<file path="config.mk">
export PLATFORM = sky130hd
export DESIGN_NAME = pwm_capture_timer
export DESIGN_NICKNAME = d
export VERILOG_FILES = /design/src/rtl/pct_pkg.sv /design/src/rtl/pct_prescale.sv /design/src/rtl/pct_edge.sv /design/src/rtl/pct_deadband.sv /design/src/rtl/pwm_capture_timer.sv
export SDC_FILE = /design/constraint.sdc
export NUM_CORES = 1
export LEC_CHECK = 0
export BUFFER_PORTS_ARGS = -buffer_cell sky130_fd_sc_hd__buf_2
export CAP_MARGIN = 20
export CORE_UTILIZATION = 60
export CTS_CLUSTER_DIAMETER = 40
export DETAILED_ROUTE_END_ITERATION = 16
export PLACE_DENSITY = 0.79
export SETUP_SLACK_MARGIN = 0.5
export SYNTH_ARGS = -nofsm -noshare
export SYNTH_HDL_FRONTEND = slang
export SYNTH_HIERARCHICAL = 1
export SYNTH_SLANG_ARGS = --single-unit
</file>
<file path="constraint.sdc">
create_clock -name clk -period 4.8 [get_ports clk]
set_input_delay 1.44 -clock clk [delete_from_list [all_inputs] [get_ports clk]]
set_output_delay 1.44 -clock clk [all_outputs]
set_load 0.02 [all_outputs]
</file>
<file path="src/rtl/pct_pkg.sv">
package pct_pkg;
   typedef enum logic [3:0] {
      MODE_ONESHOT = 4'b0000,
      MODE_PWM     = 4'b0001,
      MODE_CAPT    = 4'b0011,
      MODE_CAPCMP  = 4'b1010
   } tmode_e;

   localparam logic [2:0] A_CMP_HI = 3'd0;
   localparam logic [2:0] A_CMP_LO = 3'd1;
   localparam logic [2:0] A_RLD_HI = 3'd2;
   localparam logic [2:0] A_RLD_LO = 3'd3;
   localparam logic [2:0] A_CTL0   = 3'd4;
   localparam logic [2:0] A_CTL1   = 3'd5;
   localparam logic [2:0] A_CNT_HI = 3'd6;
   localparam logic [2:0] A_CNT_LO = 3'd7;

   localparam logic [1:0] IRQ_CAP_ONLY = 2'b01;
   localparam logic [1:0] IRQ_OTH_ONLY = 2'b10;
endpackage

</file>
<file path="src/rtl/pct_prescale.sv">
module pct_prescale #(
   parameter int PRE_W = 3
) (
   input  logic             clk,
   input  logic             rst_n,
   input  logic             run,
   input  logic [PRE_W-1:0] exp_sel,
   output logic             tick
);
   localparam int PC_W = (1 << PRE_W) - 1;

   logic [PC_W-1:0] pc;
   logic [PC_W-1:0] mask;

   assign mask = (PC_W'(1) << exp_sel) - PC_W'(1);
   assign tick = run && ((pc & mask) == mask);

   always_ff @(posedge clk or negedge rst_n) begin
      if (!rst_n)   pc <= '0;
      else if (!run) pc <= '0;
      else          pc <= pc + PC_W'(1);
   end
endmodule

</file>
<file path="src/rtl/pct_edge.sv">
module pct_edge #(
   parameter int STAGES = 2
) (
   input  logic clk,
   input  logic rst_n,
   input  logic din,
   output logic rise
);
   logic [STAGES:0] sh;

   always_ff @(posedge clk or negedge rst_n) begin
      if (!rst_n) sh <= '0;
      else        sh <= {sh[STAGES-1:0], din};
   end

   assign rise = sh[STAGES-1] & ~sh[STAGES];
endmodule

</file>
<file path="src/rtl/pct_deadband.sv">
module pct_deadband #(
   parameter int DB_W   = 3,
   parameter bit HAS_DB = 1'b1
) (
   input  logic            clk,
   input  logic            rst_n,
   input  logic            pwm_next,
   input  logic [DB_W-1:0] delay,
   output logic            pwm_out,
   output logic            pwm_n_out
);
   always_ff @(posedge clk or negedge rst_n) begin
      if (!rst_n) pwm_out <= 1'b0;
      else        pwm_out <= pwm_next;
   end

   generate
      if (HAS_DB) begin : g_db
         logic [DB_W-1:0] hold;
         always_ff @(posedge clk or negedge rst_n) begin
            if (!rst_n)                  hold <= '0;
            else if (pwm_next != pwm_out) hold <= delay;
            else if (hold != '0)          hold <= hold - DB_W'(1);
         end
         assign pwm_n_out = (hold == '0) ? ~pwm_out : 1'b0;

         // complementary output is held low right after a transition
         a_r11_deadband_hold: assert property (@(posedge clk) disable iff (!rst_n)
            ((pwm_next != pwm_out) && (delay != '0)) |=> !pwm_n_out);
      end else begin : g_nodb
         logic unused_delay;
         assign unused_delay = ^delay;
         assign pwm_n_out = ~pwm_out;
      end
   endgenerate
endmodule

</file>
<file path="src/rtl/pwm_capture_timer.sv">
module pwm_capture_timer
   import pct_pkg::*;
#(
   parameter int CNT_W       = 16,
   parameter int PRE_W       = 3,
   parameter int DB_W        = 3,
   parameter int SYNC_STAGES = 2
) (
   input  logic       clk,
   input  logic       rst_n,
   input  logic       wr_en,
   input  logic [2:0] addr,
   input  logic [7:0] wdata,
   output logic [7:0] rdata,
   input  logic       cap_in,
   output logic       pwm_out,
   output logic       pwm_n_out,
   output logic       irq
);
   generate
      if (CNT_W != 16) begin : g_bad_cnt
         $error("CNT_W must be 16 for the two-byte register layout");
      end
      if (PRE_W < 1 || PRE_W > 3) begin : g_bad_pre
         $error("PRE_W must be 1..3");
      end
      if (DB_W < 1 || DB_W > 3) begin : g_bad_db
         $error("DB_W must be 1..3");
      end
      if (SYNC_STAGES < 2) begin : g_bad_sync
         $error("SYNC_STAGES must be at least 2");
      end
   endgenerate

   logic [CNT_W-1:0] cmp_q, rld_q, cnt_q;
   logic [7:0]       ctl0_q, ctl1_q;

   tmode_e mode;
   logic   en, pol, run, mode_known, start, tick, rise;
   logic   pwm_mode, cap_mode, at_rld, at_cmp;
   logic   cap_ev, rld_ev, cmp_ev, irq_cap, irq_oth, pwm_next;
   logic   wr_c0, wr_c1;
   logic [1:0] icfg;

   assign mode     = tmode_e'({ctl0_q[7], ctl1_q[2:0]});
   assign en       = ctl1_q[7];
   assign pol      = ctl1_q[6];
   assign icfg     = ctl0_q[6:5];
   assign wr_c0    = wr_en && (addr == A_CTL0);
   assign wr_c1    = wr_en && (addr == A_CTL1);
   assign start    = wr_c1 && wdata[7] && !en;

   always_comb begin
      case (mode)
         MODE_ONESHOT, MODE_PWM, MODE_CAPT, MODE_CAPCMP: mode_known = 1'b1;
         default:                                        mode_known = 1'b0;
      endcase
   end

   assign run      = en && mode_known;
   assign pwm_mode = (mode == MODE_PWM);
   assign cap_mode = (mode == MODE_CAPT) || (mode == MODE_CAPCMP);
   assign at_rld   = (cnt_q == rld_q);
   assign at_cmp   = (cnt_q == cmp_q);

   pct_prescale #(.PRE_W(PRE_W)) u_pre (
      .clk(clk), .rst_n(rst_n), .run(run),
      .exp_sel(ctl1_q[3 +: PRE_W]), .tick(tick));

   pct_edge #(.STAGES(SYNC_STAGES)) u_edge (
      .clk(clk), .rst_n(rst_n), .din(cap_in), .rise(rise));

   assign cap_ev  = run && cap_mode && rise;
   assign rld_ev  = tick && at_rld;
   assign cmp_ev  = tick && pwm_mode && at_cmp && !at_rld;
   assign irq_cap = cap_ev && (icfg != IRQ_OTH_ONLY);
   assign irq_oth = (rld_ev || cmp_ev) && (icfg != IRQ_CAP_ONLY);

   always_comb begin
      if (start)                 pwm_next = wdata[6];
      else if (!run || !pwm_mode) pwm_next = pol;
      else if (rld_ev)            pwm_next = pol;
      else if (cmp_ev)            pwm_next = ~pwm_out;
      else                        pwm_next = pwm_out;
   end

   pct_deadband #(.DB_W(DB_W), .HAS_DB(1'b1)) u_db (
      .clk(clk), .rst_n(rst_n), .pwm_next(pwm_next),
      .delay(ctl0_q[DB_W:1]), .pwm_out(pwm_out), .pwm_n_out(pwm_n_out));

   always_ff @(posedge clk or negedge rst_n) begin
      if (!rst_n) begin
         cmp_q  <= '0;
         rld_q  <= '0;
         cnt_q  <= '0;
         ctl0_q <= '0;
         ctl1_q <= '0;
         irq    <= 1'b0;
      end else begin
         if (wr_en) begin
            case (addr)
               A_CMP_HI: cmp_q[15:8] <= wdata;
               A_CMP_LO: cmp_q[7:0]  <= wdata;
               A_RLD_HI: rld_q[15:8] <= wdata;
               A_RLD_LO: rld_q[7:0]  <= wdata;
               A_CTL0:   ctl0_q      <= wdata;
               A_CTL1:   ctl1_q      <= wdata;
               default: ;
            endcase
         end
         if (cap_ev) cmp_q <= cnt_q;
         if (rld_ev && mode == MODE_ONESHOT && !wr_c1) ctl1_q[7] <= 1'b0;
         if (irq_cap)      ctl0_q[0] <= 1'b1;
         else if (irq_oth) ctl0_q[0] <= 1'b0;

         if (start)                              cnt_q <= CNT_W'(1);
         else if (cap_ev && mode == MODE_CAPCMP) cnt_q <= CNT_W'(1);
         else if (rld_ev)                        cnt_q <= CNT_W'(1);
         else if (tick)                          cnt_q <= cnt_q + CNT_W'(1);

         irq <= irq_cap || irq_oth;
      end
   end

   always_comb begin
      case (addr)
         A_CMP_HI: rdata = cmp_q[15:8];
         A_CMP_LO: rdata = cmp_q[7:0];
         A_RLD_HI: rdata = rld_q[15:8];
         A_RLD_LO: rdata = rld_q[7:0];
         A_CTL0:   rdata = ctl0_q;
         A_CTL1:   rdata = ctl1_q;
         A_CNT_HI: rdata = cnt_q[15:8];
         default:  rdata = cnt_q[7:0];
      endcase
   end

   // compare match flips the primary output on the next edge
   a_r3_cmp_toggles: assert property (@(posedge clk) disable iff (!rst_n)
      cmp_ev |=> (pwm_out != $past(pwm_out)));
   // reload restarts the count at 1
   a_r4_reload_to_one: assert property (@(posedge clk) disable iff (!rst_n)
      rld_ev |=> (cnt_q == CNT_W'(1)));
   // one-shot stops itself at reload
   a_r6_oneshot_stops: assert property (@(posedge clk) disable iff (!rst_n)
      (rld_ev && mode == MODE_ONESHOT && !wr_c1) |=> !ctl1_q[7]);
   // capture stores the count that was running at the edge
   a_r7_capture_value: assert property (@(posedge clk) disable iff (!rst_n)
      cap_ev |=> (cmp_q == $past(cnt_q)));
   // capture interrupt marks the status bit
   a_r9_status_set: assert property (@(posedge clk) disable iff (!rst_n)
      irq_cap |=> ctl0_q[0]);
   // pulse lasts one clock unless another event follows
   a_r10_irq_source: assert property (@(posedge clk) disable iff (!rst_n)
      irq |-> ($past(irq_cap) || $past(irq_oth)));
endmodule

</file>
# == Word-level counts from Yosys, hierarchy flattened ==
# Index checks and enable logic that the tools add are counted.
# op_classes
addsub,4
multipliers,0
div,0
order_cmp,0
n_eq_ne,15
n_shift,1
mux,25
bitwise,4
n_reduce_logical,47
# ops
cell,count
$mux 16,6
$pmux 8 s7,1
$eq 16x16->1,2
$mux 8,4
$add 16x1->16 const B,1
$logic_and 1x1->1,16
$reduce_and 2->1,8
$reduce_bool 2->1,6
$mux 1,11
$eq 3x3->1 const B,3
$reduce_bool 3->1,3
$add 7x1->7 const B,1
$and 7x7->7,1
$eq 7x7->1,1
$mux 7,1
$shl 1x3->7 const A,1
$sub 7x2->7 const B,1
$eq 3x2->1 const B,2
$logic_not 3->1,2
$mux 3,2
$logic_not 1->1,5
$eq 4x1->1 const B,1
$eq 4x2->1 const B,1
$eq 4x4->1 const B,1
11 further kinds,15
# word_totals
ff_bits,79
latch_bits,0
ramBits,0
rom_bits,0
input_bits,15
out_inout_bits,11
wordCells,110
mem_count,0

# == Logic depth before layout (Yosys ltp) ==
# Gate-level depths: netlist of the first run.
# depth
depth_word,14
ltp_mapped,15
ltp_nobuf,14

# == By module ==
# Netlist of the first run, hierarchy kept.
# by_module_without_submodules
module,instances,cells_each,area_per_inst_um2,seq_area_each_um2
pwm_capture_timer,1,392,3967.6,1626.6
pct_prescale,1,37,360.3,175.2
pct_deadband,1,20,226.5,100.1
pct_edge,1,4,88.8,75.1

# == Worst setup path before layout of the first run ==
# Ideal clock, no wire load.
# synth_path
kind,input -> output
startpoint,input addr[2]
endpoint,output rdata[3]
t_arrival_ns,2.883
slack_ns,0.477
path_stages,7
path_buffers,3
cell_sequence,buf_2 > buf_1 > buf_1 > nand2_1 > nor3_1 > a31oi_1 > a21oi_1
# synth_via
elab_chain_len,2
word_cells_on_any_way,8
cone_classes,eq/ne: 6; mux: 1; reduce/logical: 1
# synth_rtl
item,line_no,text
from (decl),pwm_capture_timer.sv:12,"input logic [2:0] addr,"
"$eq 3x3->1, or another cell as far along",pwm_capture_timer.sv:126,case (addr)
$pmux 8 s7 *,pwm_capture_timer.sv:126,
to (decl),pwm_capture_timer.sv:14,"output logic [7:0] rdata,"
# Mark *: on every way between the ends. The rest lies on a longest branch, timed or not.

# == Worst setup path after layout of the first run ==
# layout_path
startpoint,input addr[1]
endpoint,output rdata[5]
# Same word-level chain as after synthesis.

==> results of run 1 <==
## final cells by class
| type | instances | area share [%] |
|---|---|---|
| clock buffer | 9 | 2.42 |
| clock inverter | 7 | 1.88 |
| inverter | 8 | 0.586 |
| multi-input combinational | 330 | 48.8 |
| sequential | 79 | 38.6 |
| tap | 99 | 2.42 |
| timing repair buffer | 37 | 5.37 |
## repair_timing
action                     4_1_cts  5_1_grt
hold buffers                     0        0
setup endpoints to repair        4        6
gates cloned                     0        0
buffers inserted                 0        1
resized for setup                4        9
pin swaps                        0        4
## state kept, by name, summed over array words and instances, names as in the netlist
signal and count:
u_pre/pc 7, cmp_q 16, rld_q 16, ctl0_q 8, u_db/g_db.hold 3, u_edge/sh 3, cnt_q 16, ctl1_q 8
irq 1, u_db/pwm_out 1
## layout by cell type, fill, tap and decap left out, types with 3 or more instances in the layout
| cell type | synthesis | final |
|---|---|---|
| a221oi_1 | 4 | 3 |
| mux4_2 | 4 | 4 |
| clkbuf_8 | 0 | 9 |
| xnor2_1 | 42 | 42 |
| a21oi_1 | 6 | 4 |
| nand3_1 | 14 | 14 |
| inv_1 | 8 | 8 |
| nor2_1 | 30 | 29 |
| nor3_1 | 5 | 5 |
| o21ai_1 | 9 | 9 |
| dfrtp_1 | 79 | 79 |
| a31oi_1 | 5 | 5 |
| o21ai_0 | 27 | 27 |
| xor2_1 | 12 | 12 |
| and3b_1 | 3 | 3 |
| buf_2 | 3 | 20 |
| nand2b_1 | 3 | 3 |
| o22a_1 | 3 | 3 |
| and2_1 | 4 | 4 |
| buf_4 | 0 | 12 |
| nand4_1 | 10 | 10 |
| mux2_2 | 33 | 33 |
| and3_1 | 3 | 3 |
| a22oi_1 | 4 | 3 |
| nor2b_1 | 6 | 6 |
| nand2_1 | 38 | 38 |
| ha_1 | 4 | 4 |
| mux2i_1 | 23 | 23 |
## layer usage
layer	routed length, um	vias to the layer above
met5	0	-
li1	-	1613
met1	4810	1807
met2	5420	175
met3	874	29
met4	297	0
## per-stage QoR
stage | utilization (%) | instances | setup WS (ns) | cell area (um^2)
2_1_floorplan | - | 453 | 0.546 | 4650
3_5_place_dp | 65.4 | 550 | 0.382 | 4820
6_report | 69.6 | 569 | 0.576 | 5130
5_1_grt | 69.6 | 569 | 0.481 | 5130
4_1_cts | 68.5 | 566 | 0.509 | 5050
3_3_place_gp | 65.4 | 550 | 0.467 | 4820
## power by group through the flow
stage | logic (mW) | clock network [mW] | registers, mW
after floorplan | 0.456 | 0 | 0.907
after global placement | 0.527 | 0 | 0.977
after detailed placement | 0.547 | 0 | 0.980
after CTS | 0.552 | 0.558 | 0.970
after global routing | 0.624 | 0.587 | 0.990
final | 0.572 | 0.547 | 0.975
## kinds of logic (layout without fill, tap and decap cells)
logic type,after synthesis,in the layout,synth area share (%)
adder cells (fa/ha/maj),4,4,1.08
flip-flops,79,79,42.6
multiplexers,62,62,15.5
XOR/XNOR,55,55,10.5
AND/OR/NAND/NOR,138,138,16.5
AO/OA/AOI/OAI,71,71,9.43
buffers and inverters,44,61,4.45
## worst max path at each step
stage	slack [ns]	endpoint	from	cells past startpoint
floorplan	0.55	rdata[4]	addr[1]	6
global route	0.48	rdata[4]	addr[0]	8
finish	0.58	rdata[5]	addr[1]	5
global placement	0.47	rdata[7]	addr[1]	7
CTS	0.51	rdata[4]	addr[2]	7
detailed placement	0.38	rdata[7]	addr[1]	7
==> key figures, run 1 <==
Setup path
  • Worst Path Class, Setup: in2out
  • Kind of cell adding the most delay to the critical path: multiplexers
  • Crit Reg-Reg Endpoint: u_db/g_db.hold[1]$_DFFE_PN0P_
  • FF-to-FF path depth: 14
  • Worst path max stage delay: 0.51 ns
  • Kind of end point of the critical path: output port
  • Reg-to-reg slack, setup: 0.70 ns
  • FF-to-FF Start: ctl1_q[0]$_DFFE_PN0N_
  • Cells along the critical path: buf_4 -> buf_6 -> mux4_2 -> mux2_2 -> buf_2
  • CP max stage cell: mux4_2
  • Sum of buffers and inverters on the critical path: 3
  • Arrival @ worst endpoint: 2.78 ns
  • Critical Path Start Type: input pin
  • CP required: 3.36 ns
  • Critical Path Fanout Max: 18

Power and ir drop
  • Switching power total: 0.709 mW
  • Flop pwr share: 46.6%
  • PwrDens: 409 mW/mm^2
  • Total Power: 2.10 mW
  • Internal Power: 1.39 mW
  • Clk pwr share: 26.1%
  • Combinational Power Share: 27.3%
  • Leak: 2.08 nW
  • Peak VDD IR: 0.274 mV
  • Switching part of the total power: 33.8%

Cells and area
  • Share of layout cells above drive strength 1: 24.0%
  • Antenna Cells: 0
  • Multi-input gate area: 0.00250 mm^2
  • Register Area: 0.00198 mm^2
  • # fillers: 567
  • Synth-to-layout area growth: 10.4%
  • Layout Nets: 484

Timing
  • FMAX: 0.237 GHz
  • Max Slew Vio Count: 0
  • Final worst path period share: 88.0%
  • Fin Clk Skew: 0.0104 ns
  • Fin crit period: 4.22 ns
  • Slew HR: 51.8%
  • Worst hold slack: 0.356 ns
  • Final hold vios: 0
  • Setup TNS: 0 ns
  • Endpoints failing setup: 0
  • Actual slew at the worst max-slew pin: 0.717 ns
  • RSZ-0062 raised after global routing: true

Global routing
  • Tot GR Track Use: 30.1%
  • First-pass GRT wire length: 18.7 mm
  • GR met2 Demand/Resource: 46.7%
  • Met3 Use GR: 7.36%
  • Antenna violations before repair: 0
  • Largest net degree at the start of global routing: 80
  • Met1 usage: 40.5%
  • Top Usage Layer GRT: met2
  • Gr ovfl total: 0
  • Vias in the first global route: 3512

Route
  • Total routed wirelength: 11.4 mm
  • Routed WL per cell: 20.0 um
  • Drt via density: 6.37
  • Detailed Routing Iterations Pass 1: 5
  • Antenna-violating nets left: 0
  • Via count: 3624
  • Iter 0 DRT Violations: 265
  • Drt drc: 0

Synth
  • Post-synth EDFFs: 0
  • Register area share after synthesis: 42.6%
  • Area of the mapped netlist: 0.00464 mm^2
  • Most frequent cell after synthesis: dfrtp_1
  • Synth cell types: 61
  • Ys async rst share: 100%
  • Post-Syn Instances: 453
  • Cell taking the most area after synthesis: dfrtp_1
  • #FFs+latches synth: 79
  • Ys flop type: dfrtp_1
  • Synth warn: 6
  • Most frequent cells after synthesis: dfrtp_1 (79), xnor2_1 (42), nand2_1 (38), mux2_2 (33), nor2_1 (30)
  • Synthesized area per cell: 10.2 um^2
  • Top cells by area, synth: dfrtp_1 (43%), mux2_2 (8.0%), xnor2_1 (7.9%)
  • Share of the synthesized area in the top cell type: 42.6%
  • Synth Net Count: 472

CTS
  • CTS tree: built
  • CTS HTree Levels: 3
  • CTS sink cnt: 79
  • Clock buffer count from CTS: 9
  • Clock transition at the registers of the reported paths: 0.08 ns
  • Clk root buf: clkbuf_8
  • Clock insertion delay at the later pin of the skew report: 0.36 ns
  • Clock Tree Buf Depth: 2

Placement
  • DPL Wire Length: 7.99 mm
  • PortBufs: 25
  • GP Congestion: 0.967

Hold path
  • Hold path start: u_edge/sh[0]$_DFF_PN0_
  • HP Class: reg2reg
  • Hold EP: u_edge/sh[1]$_DFF_PN0_
  • Hold path depth: 0

Job
  • MaxCap Viol Count: 0

Floorplanning
  • Chip height: 90.0 um
  • Die area: 0.00809 mm^2
  • CORE AREA: 0.00737 mm^2
  • Row cnt: 31
  • I/O pins: 26
  • Initial Utilization: 63.0%
  • Die width: 90.0 um

Run status
  • Status: finished clean
Power figures use the tool's default switching activity.
==> run 2: changes to the inputs <==
--- a/config.mk
+++ b/config.mk
@@ -7,10 +7,12 @@
 export LEC_CHECK = 0
 export BUFFER_PORTS_ARGS = -buffer_cell sky130_fd_sc_hd__buf_2
 export CAP_MARGIN = 20
-export CORE_UTILIZATION = 60
+export CELL_PAD_IN_SITES_DETAIL_PLACEMENT = 1
+export CELL_PAD_IN_SITES_GLOBAL_PLACEMENT = 1
+export CORE_UTILIZATION = 49
 export CTS_CLUSTER_DIAMETER = 40
 export DETAILED_ROUTE_END_ITERATION = 16
-export PLACE_DENSITY = 0.79
+export PLACE_DENSITY_LB_ADDON = 0.1
 export SETUP_SLACK_MARGIN = 0.5
 export SYNTH_ARGS = -nofsm -noshare
 export SYNTH_HDL_FRONTEND = slang
==> run 2 against run 1 <==
Register-to-register slack improved by 0.14 ns. Global-route usage decreased by 2.7 points. Worst hold slack got worse by 0.0013 ns. Clock power fell by 3.8%.
==> key figures, run 2 (same netlist as run 1, synthesis figures left out) <==
Setup path
  • Worst Path Class, Setup: in2out
  • Arrival @ worst endpoint: 2.81 ns (+0.03 ns)
  • CP required: 3.36 ns (about the same)
  • Kind of end point of the critical path: output port
  • Critical Path Fanout Max: 11 (-7)
  • Critical Path Start Type: input pin
  • FF-to-FF path depth: 15 (+1)

Timing
  • FMAX: 0.235 GHz (-0.55%)
  • Actual slew at the worst max-slew pin: 0.941 ns (+0.224 ns)
  • Setup TNS: 0 ns (unchanged)
  • RSZ-0062 raised after global routing: true
  • Worst hold slack: 0.355 ns (-0.00127 ns)
  • Fin Clk Skew: 0.0132 ns (+0.00279 ns)
  • Final worst path period share: 88.5% (+0.49 points)
  • Fin crit period: 4.25 ns (+0.0234 ns)
  • Slew HR: 37.0% (-15 points)
  • Max Slew Vio Count: 0 (unchanged)
  • Endpoints failing setup: 0 (unchanged)
  • Final hold vios: 0 (unchanged)

Floorplanning
  • Initial Utilization: 50.5% (-13 points)
  • CORE AREA: 0.00920 mm^2 (+25%)
  • Chip height: 99.3 um (+10%)
  • Die width: 99.3 um (+10%)
  • I/O pins: 26 (unchanged)
  • Row cnt: 35 (+13%)
  • Die area: 0.00987 mm^2 (+22%)

CTS
  • Hold_buf cts: 0 (unchanged)
  • Clock insertion delay at the later pin of the skew report: 0.36 ns (about the same)
  • CTS sink cnt: 79 (unchanged)
  • Clock Tree Buf Depth: 2 (unchanged)
  • CTS HTree Levels: 3 (unchanged)
  • CTS tree: built
  • Clk root buf: clkbuf_8
  • Clock transition at the registers of the reported paths: 0.08 ns (about the same)
  • Clock buffer count from CTS: 9 (unchanged)

Placement
  • Dpl cells: 564 (+2.5%)
  • DPL Wire Length: 9.04 mm (+13%)
  • GP Congestion: 0.886 (-8.4%)
  • PortBufs: 25 (unchanged)

Global routing
  • First-pass GRT wire length: 20.3 mm (+8.7%)
  • Tot GR Track Use: 27.4% (-2.7 points)
  • Gr ovfl total: 0 (unchanged)
  • Antenna violations before repair: 0 (unchanged)
  • Largest net degree at the start of global routing: 80 (unchanged)
  • Vias in the first global route: 3584 (+2.1%)

Route
  • Iter 0 DRT Violations: 177 (-33%)
  • Drt via density: 6.03 (-5.3%)
  • Met2 wire len: 5.97 mm (+10%)
  • DR WL met3: 461 um (-47%)
  • Routed WL per cell: 21.7 um (+8.3%)
  • WL met1: 6.01 mm (+25%)
  • Antenna-violating nets left: 0 (unchanged)
  • Uppermost layer routed: met4
  • Drt drc: 0 (unchanged)
  • Via count: 3515 (-3.0%)
  • Detailed Routing Iterations Pass 1: 4 (-1)
  • Total routed wirelength: 12.7 mm (+11%)

Cells and area
  • Largest regs: cmp_q: 16 flops, cnt_q: 16 flops, rld_q: 16 flops
  • Antenna Cells: 0 (unchanged)
  • Synth-to-layout area growth: 10.8%
  • Layout Nets: 486 (+0.41%)
  • Leading cell type in the layout, fill and taps excluded: dfrtp_1
  • Share of layout cells above drive strength 1: 23.3% (-0.74 points)
  • Fin cells: 583 (+2.5%)
  • Most frequent cells in the layout: dfrtp_1 (79), xnor2_1 (42), nand2_1 (38), mux2_2 (33), nor2_1 (29)

Job
  • MaxCap Viol Count: 0 (unchanged)

Power and ir drop
  • Leak: 2.08 nW (about the same)
  • Total Power: 2.08 mW (-0.61%)
  • Peak VDD IR: 0.177 mV (-36%)
  • PwrDens: 405 mW/mm^2 (-0.93%)

Hold path
  • HP Class: reg2reg
  • Hold path depth: 0 (unchanged)

Run status
  • Status: finished clean
run 2: cell types whose count changed in the layout (fill, tap and decap cells not counted), moves of 2 or more:
cell / previous run / this run
buf_2: 20 / 22
clkbuf_8: 9 / 11
clkinv_2: 2 / 0
clkinvlp_4: 0 / 2
run 2: repair_timing:
action	CTS	global route
setup buffers	0	1
setup endpoints to repair	4	6
gates resized for setup	2	5
pin swaps	0	1
gates cloned	0	0
run 2: worst max-delay path, cell delays in order:
cell and delay, ns:
buf_2 0.18, buf_4 0.24, mux4_2 0.51, mux2_2 0.27, buf_2 0.16
run 2: final cells by class:
cell class,count,area (um^2)
fillers,1012,4050
well taps,111,139
clock inverters,4,53.8
repair buffers,39,298
flip-flops and latches,79,1980
multi-input cells,330,2490
inverters,8,30.0
clock buffers,12,155
run 2: final timing paths:
| kind | from | to | slack (ns) |
|---|---|---|---|
| max | addr[1] | rdata[2] | 0.55 |
| min | u_edge/sh[0]$_DFF_PN0_ | u_edge/sh[1]$_DFF_PN0_ | 0.36 |
| max reg2reg | ctl1_q[1]$_DFFE_PN0N_ | u_db/g_db.hold[1]$_DFFE_PN0P_ | 0.84 |
| min reg2reg | u_edge/sh[0]$_DFF_PN0_ | u_edge/sh[1]$_DFF_PN0_ | 0.36 |
| max in group asynchronous | rst_n | cmp_q[5]$_DFFE_PN0P_ | 3.28 |
| min in group asynchronous | rst_n | u_db/g_db.hold[1]$_DFFE_PN0P_ | 0.91 |
run 2: per-stage QoR:
step                worst slack (ns)  area (um^2)  util [%]
detailed placement             0.453         4850      52.7
global placement               0.480         4850      52.7
CTS                            0.528         5060      55.1
global route                   0.459         5140      55.9
finish                         0.553         5140      55.9
floorplan                      0.546         4650         -
run 2: where the power goes:
group / leakage (nW) / internal [mW] / total (mW) / switching (mW)
registers: 0.983 / 0.798 / 0.978 / 0.180
logic: 1.00 / 0.292 / 0.578 / 0.286
clock network: 0.0988 / 0.270 / 0.526 / 0.256
run 2: per-layer routing:
layer | track usage, % | up-vias
met1 | 39.2 | 1818
met4 | 9.50 | 0
li1 | - | 1608
met2 | 42.5 | 73
met3 | 4.22 | 16
met5 | 0 | -
==> run 3: changes to the inputs <==
--- a/config.mk
+++ b/config.mk
@@ -7,11 +7,12 @@
 export LEC_CHECK = 0
 export BUFFER_PORTS_ARGS = -buffer_cell sky130_fd_sc_hd__buf_2
 export CAP_MARGIN = 20
-export CELL_PAD_IN_SITES_DETAIL_PLACEMENT = 1
+export CELL_PAD_IN_SITES_DETAIL_PLACEMENT = 0
 export CELL_PAD_IN_SITES_GLOBAL_PLACEMENT = 1
 export CORE_UTILIZATION = 49
 export CTS_CLUSTER_DIAMETER = 40
 export DETAILED_ROUTE_END_ITERATION = 16
+export MAX_ROUTING_LAYER = met4
 export PLACE_DENSITY_LB_ADDON = 0.1
 export SETUP_SLACK_MARGIN = 0.5
 export SYNTH_ARGS = -nofsm -noshare
==> run 3 against run 2 <==
Cell area is essentially flat. Sequential share of layout area is essentially flat. Register-to-register slack lost 0.06 ns. Count of clock-buffer cells in the layout shrank 1. Clock skew grew 0.0010 ns. Worst hold slack gained 0.00083 ns. Critical path depth grew 2. Worst setup slack gained 0.0017 ns. Utilization grew 0.054 points. Die area is the same. Critical endpoint is now rdata[7].
==> key figures, run 3 (same netlist as run 1, synthesis figures left out) <==
Timing
  • Setup TNS: 0 ns (unchanged)
  • Fin crit period: 4.25 ns (-0.00170 ns)
  • Slew HR: 33.7% (-3.3 points)
  • Final worst path period share: 88.5% (about the same)
  • Fin Clk Skew: 0.0142 ns (+0.00103 ns)
  • FMAX: 0.236 GHz (about the same)
  • Endpoints failing setup: 0 (unchanged)
  • Final hold vios: 0 (unchanged)
  • Max Slew Vio Count: 0 (unchanged)
  • Actual slew at the worst max-slew pin: 0.990 ns (+0.0494 ns)
  • RSZ-0062 raised after global routing: true

Floorplanning
  • Die width: 99.3 um (unchanged)
  • Initial Utilization: 50.5% (unchanged)
  • CORE AREA: 0.00920 mm^2 (unchanged)
  • Row cnt: 35 (unchanged)
  • Chip height: 99.3 um (unchanged)
  • I/O pins: 26 (unchanged)
  • Die area: 0.00987 mm^2 (unchanged)

Setup path
  • Arrival @ worst endpoint: 2.81 ns (about the same)
  • Cells along the critical path: buf_2 -> and2b_1 -> a22oi_1 -> nor2b_1 -> a2111oi_1 -> a21oi_2 -> buf_2
  • Kind of cell adding the most delay to the critical path: compound AO/OA/AOI/OAI gates
  • Critical Path Fanout Max: 9 (-2)
  • Worst path max stage delay: 0.42 ns (-0.09 ns)
  • Most used cell, CP: buf_2
  • Worst Path Class, Setup: in2out
  • Kind of end point of the critical path: output port
  • FF-to-FF Start: ctl1_q[1]$_DFFE_PN0N_
  • Critical Path Start Type: input pin
  • Crit path launch: addr[1]
  • CP required: 3.36 ns (about the same)
  • CP max stage cell: a2111oi_1
  • Sum of buffers and inverters on the critical path: 2 (-1)

CTS
  • Clock Tree Buf Depth: 2 (unchanged)
  • Hold_buf cts: 0 (unchanged)
  • CTS tree: built
  • Post-CTS resize count: 1 (-1)
  • Clock buffer count from CTS: 9 (unchanged)
  • Clock transition at the registers of the reported paths: 0.08 ns (about the same)
  • CTS sink cnt: 79 (unchanged)
  • Post-CTS setup buffers: 0 (unchanged)
  • Clock insertion delay at the later pin of the skew report: 0.36 ns (about the same)
  • Clk root buf: clkbuf_8
  • CTS HTree Levels: 3 (unchanged)

Power and ir drop
  • Switching part of the total power: 33.7% (-0.99 points)
  • Clk pwr share: 26.8% (+1.6 points)
  • Combinational Power Share: 26.9% (-0.9 points)
  • Flop pwr share: 46.4% (-0.6 points)
  • Leak: 2.09 nW (+0.32%)
  • PwrDens: 408 mW/mm^2 (+0.85%)
  • Peak VDD IR: 0.153 mV (-13%)
  • Switching power total: 0.708 mW (-1.9%)
  • Internal Power: 1.39 mW (+2.5%)

Global routing
  • Antenna violations before repair: 0 (unchanged)
  • Vias in the first global route: 3309 (-7.7%)
  • Gr ovfl total: 0 (unchanged)
  • Tot GR Track Use: 26.0% (-1.4 points)
  • First-pass GRT wire length: 18.5 mm (-8.8%)
  • Largest net degree at the start of global routing: 80 (unchanged)

Cells and area
  • Fin cells: 582 (-0.17%)
  • Share of layout cells above drive strength 1: 23.8% (+0.47 points)
  • Leading cell type in the layout, fill and taps excluded: dfrtp_1
  • Most frequent cells in the layout: dfrtp_1 (79), xnor2_1 (42), nand2_1 (38), mux2_2 (33), nor2_1 (28)
  • Largest regs: cmp_q: 16 flops, cnt_q: 16 flops, rld_q: 16 flops
  • Synth-to-layout area growth: 10.9% (about the same)
  • Layout Nets: 485 (-0.21%)
  • Antenna Cells: 0 (unchanged)

Placement
  • DPL Wire Length: 8.41 mm (-7.0%)
  • GP Congestion: 0.929 (+4.9%)
  • Dpl cells: 565 (+0.18%)
  • PortBufs: 25 (unchanged)

Route
  • Drt via density: 5.92 (-1.7%)
  • Drt drc: 0 (unchanged)
  • Detailed Routing Iterations Pass 1: 5 (+1)
  • Antenna-violating nets left: 0 (unchanged)
  • Routed WL per cell: 20.1 um (-7.6%)
  • Via count: 3448 (-1.9%)
  • Iter 0 DRT Violations: 183 (+3.4%)
  • Total routed wirelength: 11.7 mm (-7.8%)

Hold path
  • HP Class: reg2reg
  • Hold path start: u_edge/sh[0]$_DFF_PN0_

Run status
  • Status: finished clean

Job
  • MaxCap Viol Count: 0 (unchanged)
run 3: changes by cell type in the layout (fill, tap and decap cells not counted), sizes merged:
cell / before / now
buf: 38 / 37
bufinv: 1 / 2
clkbuf: 13 / 12
clkinv: 1 / 2
clkinvlp: 2 / 1
run 3: metal layers:
| layer | GRT usage, % | routed length (um) | vias to the layer above |
|---|---|---|---|
| met1 | 36.9 | 5840 | 1746 |
| li1 | - | - | 1615 |
| met4 | 6.22 | 96 | 0 |
| met5 | - | 0 | - |
| met3 | 4.99 | 457 | 8 |
| met2 | 38.5 | 5280 | 79 |
run 3: area by class of cell:
class                   instances  area (um^2)
fillers                       822         4050
multi-input cells             330         2500
flip-flops and latches         79         1980
repair buffers                 38          277
clock buffers                  11          141
well taps                     111          139
clock inverters                 5         81.3
inverters                       8         30.0
run 3: path summary, 6_finish.rpt:
| path | to | slack, ns | cells past startpoint |
|---|---|---|---|
| setup / recovery | rdata[7] | 0.55 | 7 |
| hold / removal | u_edge/sh[1]$_DFF_PN0_ | 0.36 | 0 |
| setup reg to reg | u_db/g_db.hold[1]$_DFFE_PN0P_ | 0.78 | 15 |
| hold reg to reg | u_edge/sh[1]$_DFF_PN0_ | 0.36 | 0 |
| max in group asynchronous | cnt_q[7]$_DFFE_PN0P_ | 3.29 | 2 |
| min in group asynchronous | u_db/g_db.hold[0]$_DFFE_PN0P_ | 0.91 | 1 |
run 3: per-stage QoR:
stage	utilization, %	hold slack, ns	instance area (um^2)	total power, mW	worst slack, ns
finish	56.0	0.356	5150	2.10	0.554
global route	56.0	0.376	5150	2.22	0.500
CTS	55.3	0.360	5080	2.10	0.524
detailed placement	52.8	0.341	4860	1.54	0.473
global placement	52.8	0.334	4860	1.52	0.502
floorplan	-	0.331	4650	1.36	0.546
run 3: power groups by stage:
stage	combinational (mW)	clock, mW	sequential (mW)
6_report	0.565	0.563	0.974
5_1_grt	0.625	0.600	0.994
4_1_cts	0.556	0.572	0.973
3_5_place_dp	0.552	0	0.986
3_3_place_gp	0.538	0	0.984
2_1_floorplan	0.456	0	0.907
